[src/rtl/ledAnnPkg.sv]
package ledAnnPkg;

  localparam int FLASH_W = 4;

  typedef enum logic [1:0] {
    MODE_DARK  = 2'd0,
    MODE_SOLID = 2'd1,
    MODE_CODED = 2'd2,
    MODE_RAM   = 2'd3
  } annMode_e;

  // Strobes handed from control to the pattern datapath
  typedef struct packed {
    logic               enterBlink;
    logic [FLASH_W-1:0] flashCount;
  } blinkCmd_t;

endpackage

[src/rtl/ledAnnTicker.sv]
module ledAnnTicker #(
  parameter int TICK_DIV = 1000
) (
  input  logic clk,
  input  logic rst,
  input  logic restart,
  output logic tick
);
  localparam int CNT_W = (TICK_DIV > 1) ? $clog2(TICK_DIV) : 1;
  localparam logic [CNT_W-1:0] LAST = CNT_W'(TICK_DIV - 1);

  logic [CNT_W-1:0] divCnt;

  always_ff @(posedge clk) begin
    if (rst || restart)      divCnt <= '0;
    else if (divCnt == LAST) divCnt <= '0;
    else                     divCnt <= divCnt + 1'b1;
  end

  assign tick = (divCnt == LAST);

  // tick pulses come from a counter that never leaves its range
  assert_tick_bounded_R12: assert property (@(posedge clk) disable iff (rst)
    divCnt <= LAST);

endmodule

[src/rtl/ledAnnCtrl.sv]
module ledAnnCtrl
  import ledAnnPkg::*;
#(
  parameter int CODE_W    = 4,
  parameter int MIN_FLASH = 2,
  parameter int MAX_FLASH = 8
) (
  input  logic              clk,
  input  logic              rst,
  input  logic              selfTestStart,
  input  logic              failStrobe,
  input  logic [CODE_W-1:0] failCode,
  input  logic              failRam,
  output annMode_e          mode,
  output blinkCmd_t         cmd
);
  localparam logic [CODE_W-1:0] MIN_C = CODE_W'(MIN_FLASH);
  localparam logic [CODE_W-1:0] MAX_C = CODE_W'(MAX_FLASH);

  logic blinking, acceptFail, acceptStart;
  logic [FLASH_W-1:0] clampedCount;

  assign blinking    = (mode == MODE_CODED) || (mode == MODE_RAM);
  assign acceptFail  = failStrobe && !blinking;
  assign acceptStart = selfTestStart && !failStrobe && !blinking;

  always_comb begin
    if (failCode < MIN_C || failCode > MAX_C) clampedCount = FLASH_W'(MAX_FLASH);
    else                                      clampedCount = FLASH_W'(failCode);
  end

  always_comb begin
    cmd.enterBlink = acceptFail;
    cmd.flashCount = clampedCount;
  end

  always_ff @(posedge clk) begin
    if (rst)              mode <= MODE_DARK;
    else if (acceptFail)  mode <= failRam ? MODE_RAM : MODE_CODED;
    else if (acceptStart) mode <= MODE_SOLID;
  end

  // dark holds without a strobe
  assert_dark_hold_R2: assert property (@(posedge clk) disable iff (rst)
    (mode == MODE_DARK && !selfTestStart && !failStrobe) |=> mode == MODE_DARK);

  // start strobe leads to solid
  assert_start_solid_R3: assert property (@(posedge clk) disable iff (rst)
    (selfTestStart && !failStrobe && !blinking) |=> mode == MODE_SOLID);

  // failure accepted from dark or solid, winning over start
  assert_fail_enter_R10: assert property (@(posedge clk) disable iff (rst)
    (failStrobe && !blinking) |=> (mode == MODE_CODED || mode == MODE_RAM));

  // blink modes are sticky until reset
  assert_sticky_R9: assert property (@(posedge clk) disable iff (rst)
    blinking |=> mode == $past(mode));

endmodule

[src/rtl/ledAnnPattern.sv]
module ledAnnPattern
  import ledAnnPkg::*;
#(
  parameter int TICK_DIV  = 1000,
  parameter int GAP_TICKS = 4,
  parameter int MAX_FLASH = 8
) (
  input  logic      clk,
  input  logic      rst,
  input  annMode_e  mode,
  input  blinkCmd_t cmd,
  output logic      ledBit
);
  localparam int MAX_PERIOD = 2 * MAX_FLASH - 1 + GAP_TICKS;
  localparam int STEP_W     = $clog2(MAX_PERIOD + 1);

  logic               tick, armed, blinking;
  logic [STEP_W-1:0]  stepCnt, onSteps, period;
  logic [FLASH_W-1:0] burstLen;

  ledAnnTicker #(.TICK_DIV(TICK_DIV)) ticker (
    .clk     (clk),
    .rst     (rst),
    .restart (cmd.enterBlink),
    .tick    (tick)
  );

  assign blinking = (mode == MODE_CODED) || (mode == MODE_RAM);
  assign onSteps  = (STEP_W'(burstLen) << 1) - STEP_W'(1);
  assign period   = (mode == MODE_RAM) ? STEP_W'(2) : onSteps + STEP_W'(GAP_TICKS);

  always_ff @(posedge clk) begin
    if (rst) begin
      armed    <= 1'b0;
      stepCnt  <= '0;
      burstLen <= '0;
    end else if (cmd.enterBlink) begin
      armed    <= 1'b0;
      stepCnt  <= '0;
      burstLen <= cmd.flashCount;
    end else if (blinking && tick) begin
      if (!armed)                       armed   <= 1'b1;
      else if (stepCnt == period - 1'b1) stepCnt <= '0;
      else                               stepCnt <= stepCnt + 1'b1;
    end
  end

  always_comb begin
    unique case (mode)
      MODE_DARK:  ledBit = 1'b0;
      MODE_SOLID: ledBit = 1'b1;
      MODE_CODED: ledBit = armed && (stepCnt < onSteps) && !stepCnt[0];
      MODE_RAM:   ledBit = armed && (stepCnt == '0);
      default:    ledBit = 1'b0;
    endcase
  end

  // step index stays inside one burst-and-gap period
  assert_step_range_R5: assert property (@(posedge clk) disable iff (rst)
    (blinking && armed) |-> stepCnt < period);

  // memory-fail pattern flips at every tick
  assert_ram_toggle_R6: assert property (@(posedge clk) disable iff (rst)
    (mode == MODE_RAM && armed && tick) |=> ledBit != $past(ledBit));

  // dark right after a failure is taken
  assert_entry_dark_R8: assert property (@(posedge clk) disable iff (rst)
    cmd.enterBlink |=> !ledBit);

  // first tick after entry lights the LED
  assert_first_flash_R8: assert property (@(posedge clk) disable iff (rst)
    (blinking && !armed && tick && !cmd.enterBlink) |=> ledBit);

  // no change between ticks
  assert_tick_only_R12: assert property (@(posedge clk) disable iff (rst)
    (blinking && !tick && !cmd.enterBlink) |=> $stable(ledBit));

endmodule

[src/rtl/ledBlinkAnnunciator.sv]
module ledBlinkAnnunciator
  import ledAnnPkg::*;
#(
  parameter int TICK_DIV  = 1000,
  parameter int GAP_TICKS = 4,
  parameter int CODE_W    = 4,
  parameter int MIN_FLASH = 2,
  parameter int MAX_FLASH = 8
) (
  input  logic              clk,
  input  logic              rst,
  input  logic              selfTestStart,
  input  logic              failStrobe,
  input  logic [CODE_W-1:0] failCode,
  input  logic              failRam,
  output logic              ledPinN,
  output logic [1:0]        modeDbg
);
  annMode_e  mode;
  blinkCmd_t cmd;
  logic      ledBit;

  ledAnnCtrl #(
    .CODE_W(CODE_W), .MIN_FLASH(MIN_FLASH), .MAX_FLASH(MAX_FLASH)
  ) ctrl (
    .clk(clk), .rst(rst), .selfTestStart(selfTestStart),
    .failStrobe(failStrobe), .failCode(failCode), .failRam(failRam),
    .mode(mode), .cmd(cmd)
  );

  ledAnnPattern #(
    .TICK_DIV(TICK_DIV), .GAP_TICKS(GAP_TICKS), .MAX_FLASH(MAX_FLASH)
  ) pattern (
    .clk(clk), .rst(rst), .mode(mode), .cmd(cmd), .ledBit(ledBit)
  );

  assign ledPinN = ~ledBit;
  assign modeDbg = mode;

  // reset leaves the pin released and the mode dark
  assert_reset_dark_R2: assert property (@(posedge clk)
    $past(rst) |-> (ledPinN && modeDbg == 2'd0));

  // solid mode pulls the pin low, dark mode releases it
  assert_pin_inverted_R1: assert property (@(posedge clk) disable iff (rst)
    (modeDbg == 2'd1 |-> !ledPinN) and (modeDbg == 2'd0 |-> ledPinN));

endmodule

[config.mk]
export PLATFORM = sky130hd
export DESIGN_NAME = ledBlinkAnnunciator
export DESIGN_NICKNAME = d
export VERILOG_FILES = /design/src/rtl/ledAnnPkg.sv /design/src/rtl/ledAnnTicker.sv /design/src/rtl/ledAnnCtrl.sv /design/src/rtl/ledAnnPattern.sv /design/src/rtl/ledBlinkAnnunciator.sv
export SDC_FILE = /design/constraint.sdc
export NUM_CORES = 1
export LEC_CHECK = 0
export ABC_AREA = 1
export CORE_ASPECT_RATIO = 1.25
export CORE_UTILIZATION = 60
export CTS_CLUSTER_SIZE = 30
export DETAILED_ROUTE_END_ITERATION = 6
export HOLD_SLACK_MARGIN = 0.1
export PLACE_DENSITY = 0.83
export SLEW_MARGIN = 20
export SYNTH_ARGS = -nofsm -noshare
export SYNTH_HDL_FRONTEND = slang
export SYNTH_SLANG_ARGS = --single-unit
[constraint.sdc]
create_clock -name clk -period 4.9 [get_ports clk]
set_clock_uncertainty 0.15 [all_clocks]
set_input_delay 0.735 -clock clk [delete_from_list [all_inputs] [get_ports clk]]
set_output_delay 0.735 -clock clk [all_outputs]
set_load 0.005 [all_outputs]
* Word-level counts from Yosys, hierarchy flattened
Index checks and enable logic that the tools add are counted.
** Word-level totals
- Latch bits :: 0
- Word-level logic and storage cells :: 45
- Output and inout port bits :: 3
- Memories kept :: 0
- Register bits :: 22
- Bits in writable memories :: 0
- Input bits :: 9
- Bits in read-only memories :: 0
** Operators by class
- Equal/unequal tests :: 5
- $lt $le $gt $ge :: 3
- $mul :: 0
- Bitwise gates (word level) :: 1
- Divide/modulo/power cells :: 0
- $add $sub $neg :: 5
- Reductions and logical operators :: 19
- Muxes and demuxes :: 7
- Shifts and indexed selects :: 0
** Operators by type and width (number)
- $add 10x1->10 const B :: 1
- $eq 10x10->1 const B :: 1
- $mux 5 :: 2
- $sub 5x1->5 const B :: 2
- $logic_and 1x1->1 :: 7
- $add 5x1->5 const B :: 1
- $add 5x3->5 const B :: 1
- $eq 5x5->1 :: 1
- $logic_not 5->1 :: 1
- $lt 5x5->1 :: 1
- $eq 2x2->1 const B :: 2
- $gt 4x4->1 const B :: 1
- $lt 4x2->1 const B :: 1
- $mux 2 :: 2
- $mux 4 :: 1
- $pmux 1 s4 :: 1
- $reduce_or 2->1 :: 2
- $logic_not 1->1 :: 3
- $logic_or 1x1->1 :: 3
- $eq 2x1->1 const B :: 1
- $logic_not 2->1 :: 1
- $reduce_and 2->1 :: 1
- $reduce_bool 2->1 :: 1
- $mux 1 :: 1
- $not 1->1 :: 1

* Logic depth before layout (Yosys ltp)
- Depth after elaboration :: 6
- Mapped depth :: 14
- Gate-level depth less buffers :: 14

* Modules after synthesis
A second synthesis with hierarchy kept.
** Unflattened totals
- Cell total of the unflattened synthesis :: 189
- Area total of the unflattened synthesis :: 1345.0 um^2
** By module, submodules not included
- ledAnnPattern :: area an instance 710.7 um^2, instances 1, cells each 96
- ledAnnTicker :: area an instance 485.5 um^2, instances 1, cells each 65
- ledAnnCtrl :: area an instance 145.1 um^2, instances 1, cells each 27
- ledBlinkAnnunciator :: area an instance 3.8 um^2, instances 1, cells each 1

* Worst setup path after synthesis
OpenSTA, ideal clock, no wires.
- Kind :: flip-flop to output port
- From :: register pattern.burstLen[0]
- To :: output port ledPinN
- Setup slack :: 2.542 ns
- Stages on the path, launching flop included :: 10
- Arrival time :: 1.473 ns
- Path through :: dfxtp_1 inv_1 ha_1 ha_1 a21oi_1 nor2_1 o21ai_0 nand2_1 nand2_1 o211ai_1
** On the way
- Cells in the longest elaborated chain, start to end :: 6
** RTL lines
- start: declaration :: RTL line ledAnnPattern.sv:19 : logic [FLASH_W-1:0] burstLen;
- start signal: assignment :: RTL line ledAnnPattern.sv:40 : burstLen <= cmd.flashCount;
- $sub 5x1->5 :: RTL line ledAnnPattern.sv:29 : assign onSteps = (STEP_W'(burstLen) << 1) - STEP_W'(1);
- $lt 5x5->1 :: RTL line ledAnnPattern.sv:52 : MODE_CODED: ledBit = armed && (stepCnt < onSteps) && !stepCnt[0];
- $logic_and 1x1->1 (2 in a row) :: RTL line ledAnnPattern.sv:52
- $pmux 1 s4 :: RTL line ledAnnPattern.sv:49 : unique case (mode)
- $not 1->1 :: RTL line ledBlinkAnnunciator.sv:37 : assign ledPinN = ~ledBit;
- end: declaration :: RTL line ledBlinkAnnunciator.sv:16 : output logic ledPinN,
Every way passes these cells.

* Final worst setup path
Same ends and word-level chain as after synthesis.

==> results_dict.tcl <==
set metrics [dict create \
    status "finished, final reports clean" \
    rsz0062_at_grt "false" \
    initial_utilization_pct 64.5 \
    internal_power_uw 291 \
    max-vdd-ir-drop_mv 0.211 \
    grtUsageTotal_pct 25.0 \
    p_sw_uw 87.4 \
    avgSynthCellArea_um2 7.10 \
    cp_top_family "adder cells" \
    tightest_slew_ns 0.343 \
    final_core_util_pct 74.0 \
    row_count 18 \
    required_ns 4.01 \
    die_h_um 53.6 \
    syn_area_um2 1280 \
    pin_count 12 \
    synth_xor_xnor_area_share_pct 4.11 \
    setup_slack_ns 1.62 \
    wl_um 2640 \
    power_frac_seq_pct 49.6 \
    slew_viol_final 0 \
    whs_ns 0.309 \
    drc_errors 0 \
    post-route-cell-area_um2 1470 \
    reg2regPathDepth 14 \
    antenna_found_initial 0 \
    finalNonFillerCells 215 \
    period_minus_slack_ns 3.28 \
    swShare_pct 23.1 \
    layout_commonest_cell "nand2_1" \
    routabilityCongestion 0.878 \
    reg2reg_slack_ns 2.68 \
    clkSlewWorstSetupHoldPaths_ns 0.12 \
    crit_start "pattern.burstLen[0]" \
    cts_max_path_buffers 2 \
    cts_hold_buf 0 \
    synth.area.top_cells "dfxtp_1 34%, nand2_1 11%, ha_1 8.8%" \
    synthSimpleGateAreaFrac_pct 34.5 \
    antenna_cells 0 \
    drt-initial-drc-count 22 \
    clock_latency_ns 0.31 \
    crit_type "reg2out" \
    endpoint "ledPinN" \
    end_kind "primary output" \
    hold_path.class "reg2reg" \
    first_pass_iters 5 \
    cts_root_buf "clkbuf_4" \
    antenna_left 0 \
    pwr-share-clk_pct 36.1 \
    drive_gt1_share_pct 8.72 \
    vias_per_cell 5.56 \
    die-area_um2 2320 \
    setup_viol 0 \
    cpMaxStageDelayCell "clkdlybuf4s50_1" \
    reg2reg_to "pattern.stepCnt[4]" \
    powerDensity_nw_per_um2 258 \
    h-tree-depth 1 \
    p_leak_nw 0.602 \
    placed_cell_area_um2 1410 \
    post-route-period-util_pct 66.9 \
    wl_per_cell_um 12.3 \
    fillerInstances 158 \
    overflow 0 \
    cp_slowest_stage_delay_ns 0.45 \
    io_buffers 11 \
    synthMuxAreaShare_pct 0 \
    place_ws_ns 1.96 \
    synth-seq-cells 22 \
    synth_top_family_by_area "simple AND/OR/NAND/NOR gates" \
    syn_nets 198 \
    postCtsResizedCells 0 \
    grt_max_degree 14 \
    final_cell_mix "36 x nand2_1, 26 x inv_1, 26 x nor2_1" \
    grt_pass1_vias 1063 \
    arrival_ns 2.39 \
    maxCapViolCount 0 \
    tritoncts "done" \
    cp_cell_sequence "inv_1 -> ha_1 -> ha_1 -> a21oi_1 -> nor2_1 -> o21ai_0 -> nand2_1 -> nand2_1 -> o211ai_1 -> clkdlybuf4s50_1" \
    fmaxAchievable_ghz 0.305 \
    worst-path-stages 10 \
    cp_max_fo 6 \
    reg2reg_from "pattern.burstLen[0]" \
    core_um2 1980 \
    area_delta_synth_final_pct 14.7 \
    post_cts_buffers 0 \
    finalSetupTns_ns 0 \
    start_kind "flop" \
    synth_top_area_cell "dfxtp_1" \
    ys_warn_count 0 \
    vias 1195 \
    cts_buffers 3 \
    grt_pass1_wl_um 4350 \
    yosysSeqAreaShare_pct 34.4 \
    synthCells 180 \
    ys_types 26 \
    synth_compound_area_share_pct 10.2 \
    dieWidth_um 43.3 \
    synthAdderAreaFrac_pct 8.81 \
    hold_viol 0 \
    power_uw 379 \
    synth_top_cell_area_share_pct 34.4 \
    dp.cells 211 \
    cts.sinks 22 \
    p_comb_share_pct 14.3 \
    worst-path-buf-inv 2 \
    dp_hpwl_um 2130 \
    nNetsFinal 214 \
    slew_headroom_pct 77.0 \
]
## cell usage after synthesis, drive strengths merged
cell type,number
o21bai,1
nor2,32
xnor2,2
o211ai,2
a21oi,9
dfxtp,22
inv,27
nand4,5
o21ai,5
o21a,2
o22ai,1
nand2,39
nand3,12
nor3,4
nor3b,2
o41ai,1
ha,9
a211oi,1
xor2,4
## flip-flops by register name, summed over array words and instances (netlist names)
name and flops:
ctrl.mode 2, pattern.armed 1, pattern.burstLen 4, pattern.stepCnt 5, pattern.ticker.divCnt 10
## kinds of logic (layout without fill, tap and decap cells)
logic type,after synthesis,after routing
AND/OR/NAND/NOR,94,94
buffers and inverters,27,42
AO/OA/AOI/OAI,22,22
flip-flops,22,22
adder cells (fa/ha/maj),9,9
XOR/XNOR,6,6
## metal layers
metal / wire length [um] / part of all wire [%] / vias up / GRT usage [%]
li1: - / - / 620 / -
met1: 1110 / 42 / 542 / 27.3
met2: 1390 / 53 / 22 / 47.0
met3: 67 / 2.5 / 11 / 3.02
met4: 73 / 2.8 / 0 / 12.6
met5: 0 / 0 / - / 0
## worst min path at each step
stage,from,cells past startpoint,to
final,pattern.ticker.divCnt[0],1,pattern.ticker.divCnt[0]
after global routing,pattern.ticker.divCnt[0],1,pattern.ticker.divCnt[0]
after CTS,pattern.ticker.divCnt[0],1,pattern.ticker.divCnt[0]
after detailed placement,pattern.ticker.divCnt[0],1,pattern.ticker.divCnt[0]
after global placement,pattern.ticker.divCnt[0],1,pattern.ticker.divCnt[0]
after floorplan,pattern.ticker.divCnt[0],1,pattern.ticker.divCnt[0]
## final cells by class
cell class / instances / area [um^2] / area share [%]
timing repair buffer: 11 / 110 / 7.51
inverter: 27 / 101 / 6.91
sequential: 22 / 440 / 30.0
clock inverter: 1 / 30.0 / 2.05
clock buffer: 3 / 22.5 / 1.54
multi-input combinational: 131 / 737 / 50.3
tap: 20 / 25.0 / 1.71
## power groups by stage
stage	clock network [mW]	logic (mW)	registers [mW]
CTS	0.141	0.0545	0.188
global placement	0	0.0517	0.191
floorplan	0	0.0339	0.191
detailed placement	0	0.0540	0.192
global route	0.144	0.0608	0.188
finish	0.137	0.0542	0.188
No activity file was read; power rests on OpenSTA's default activity.
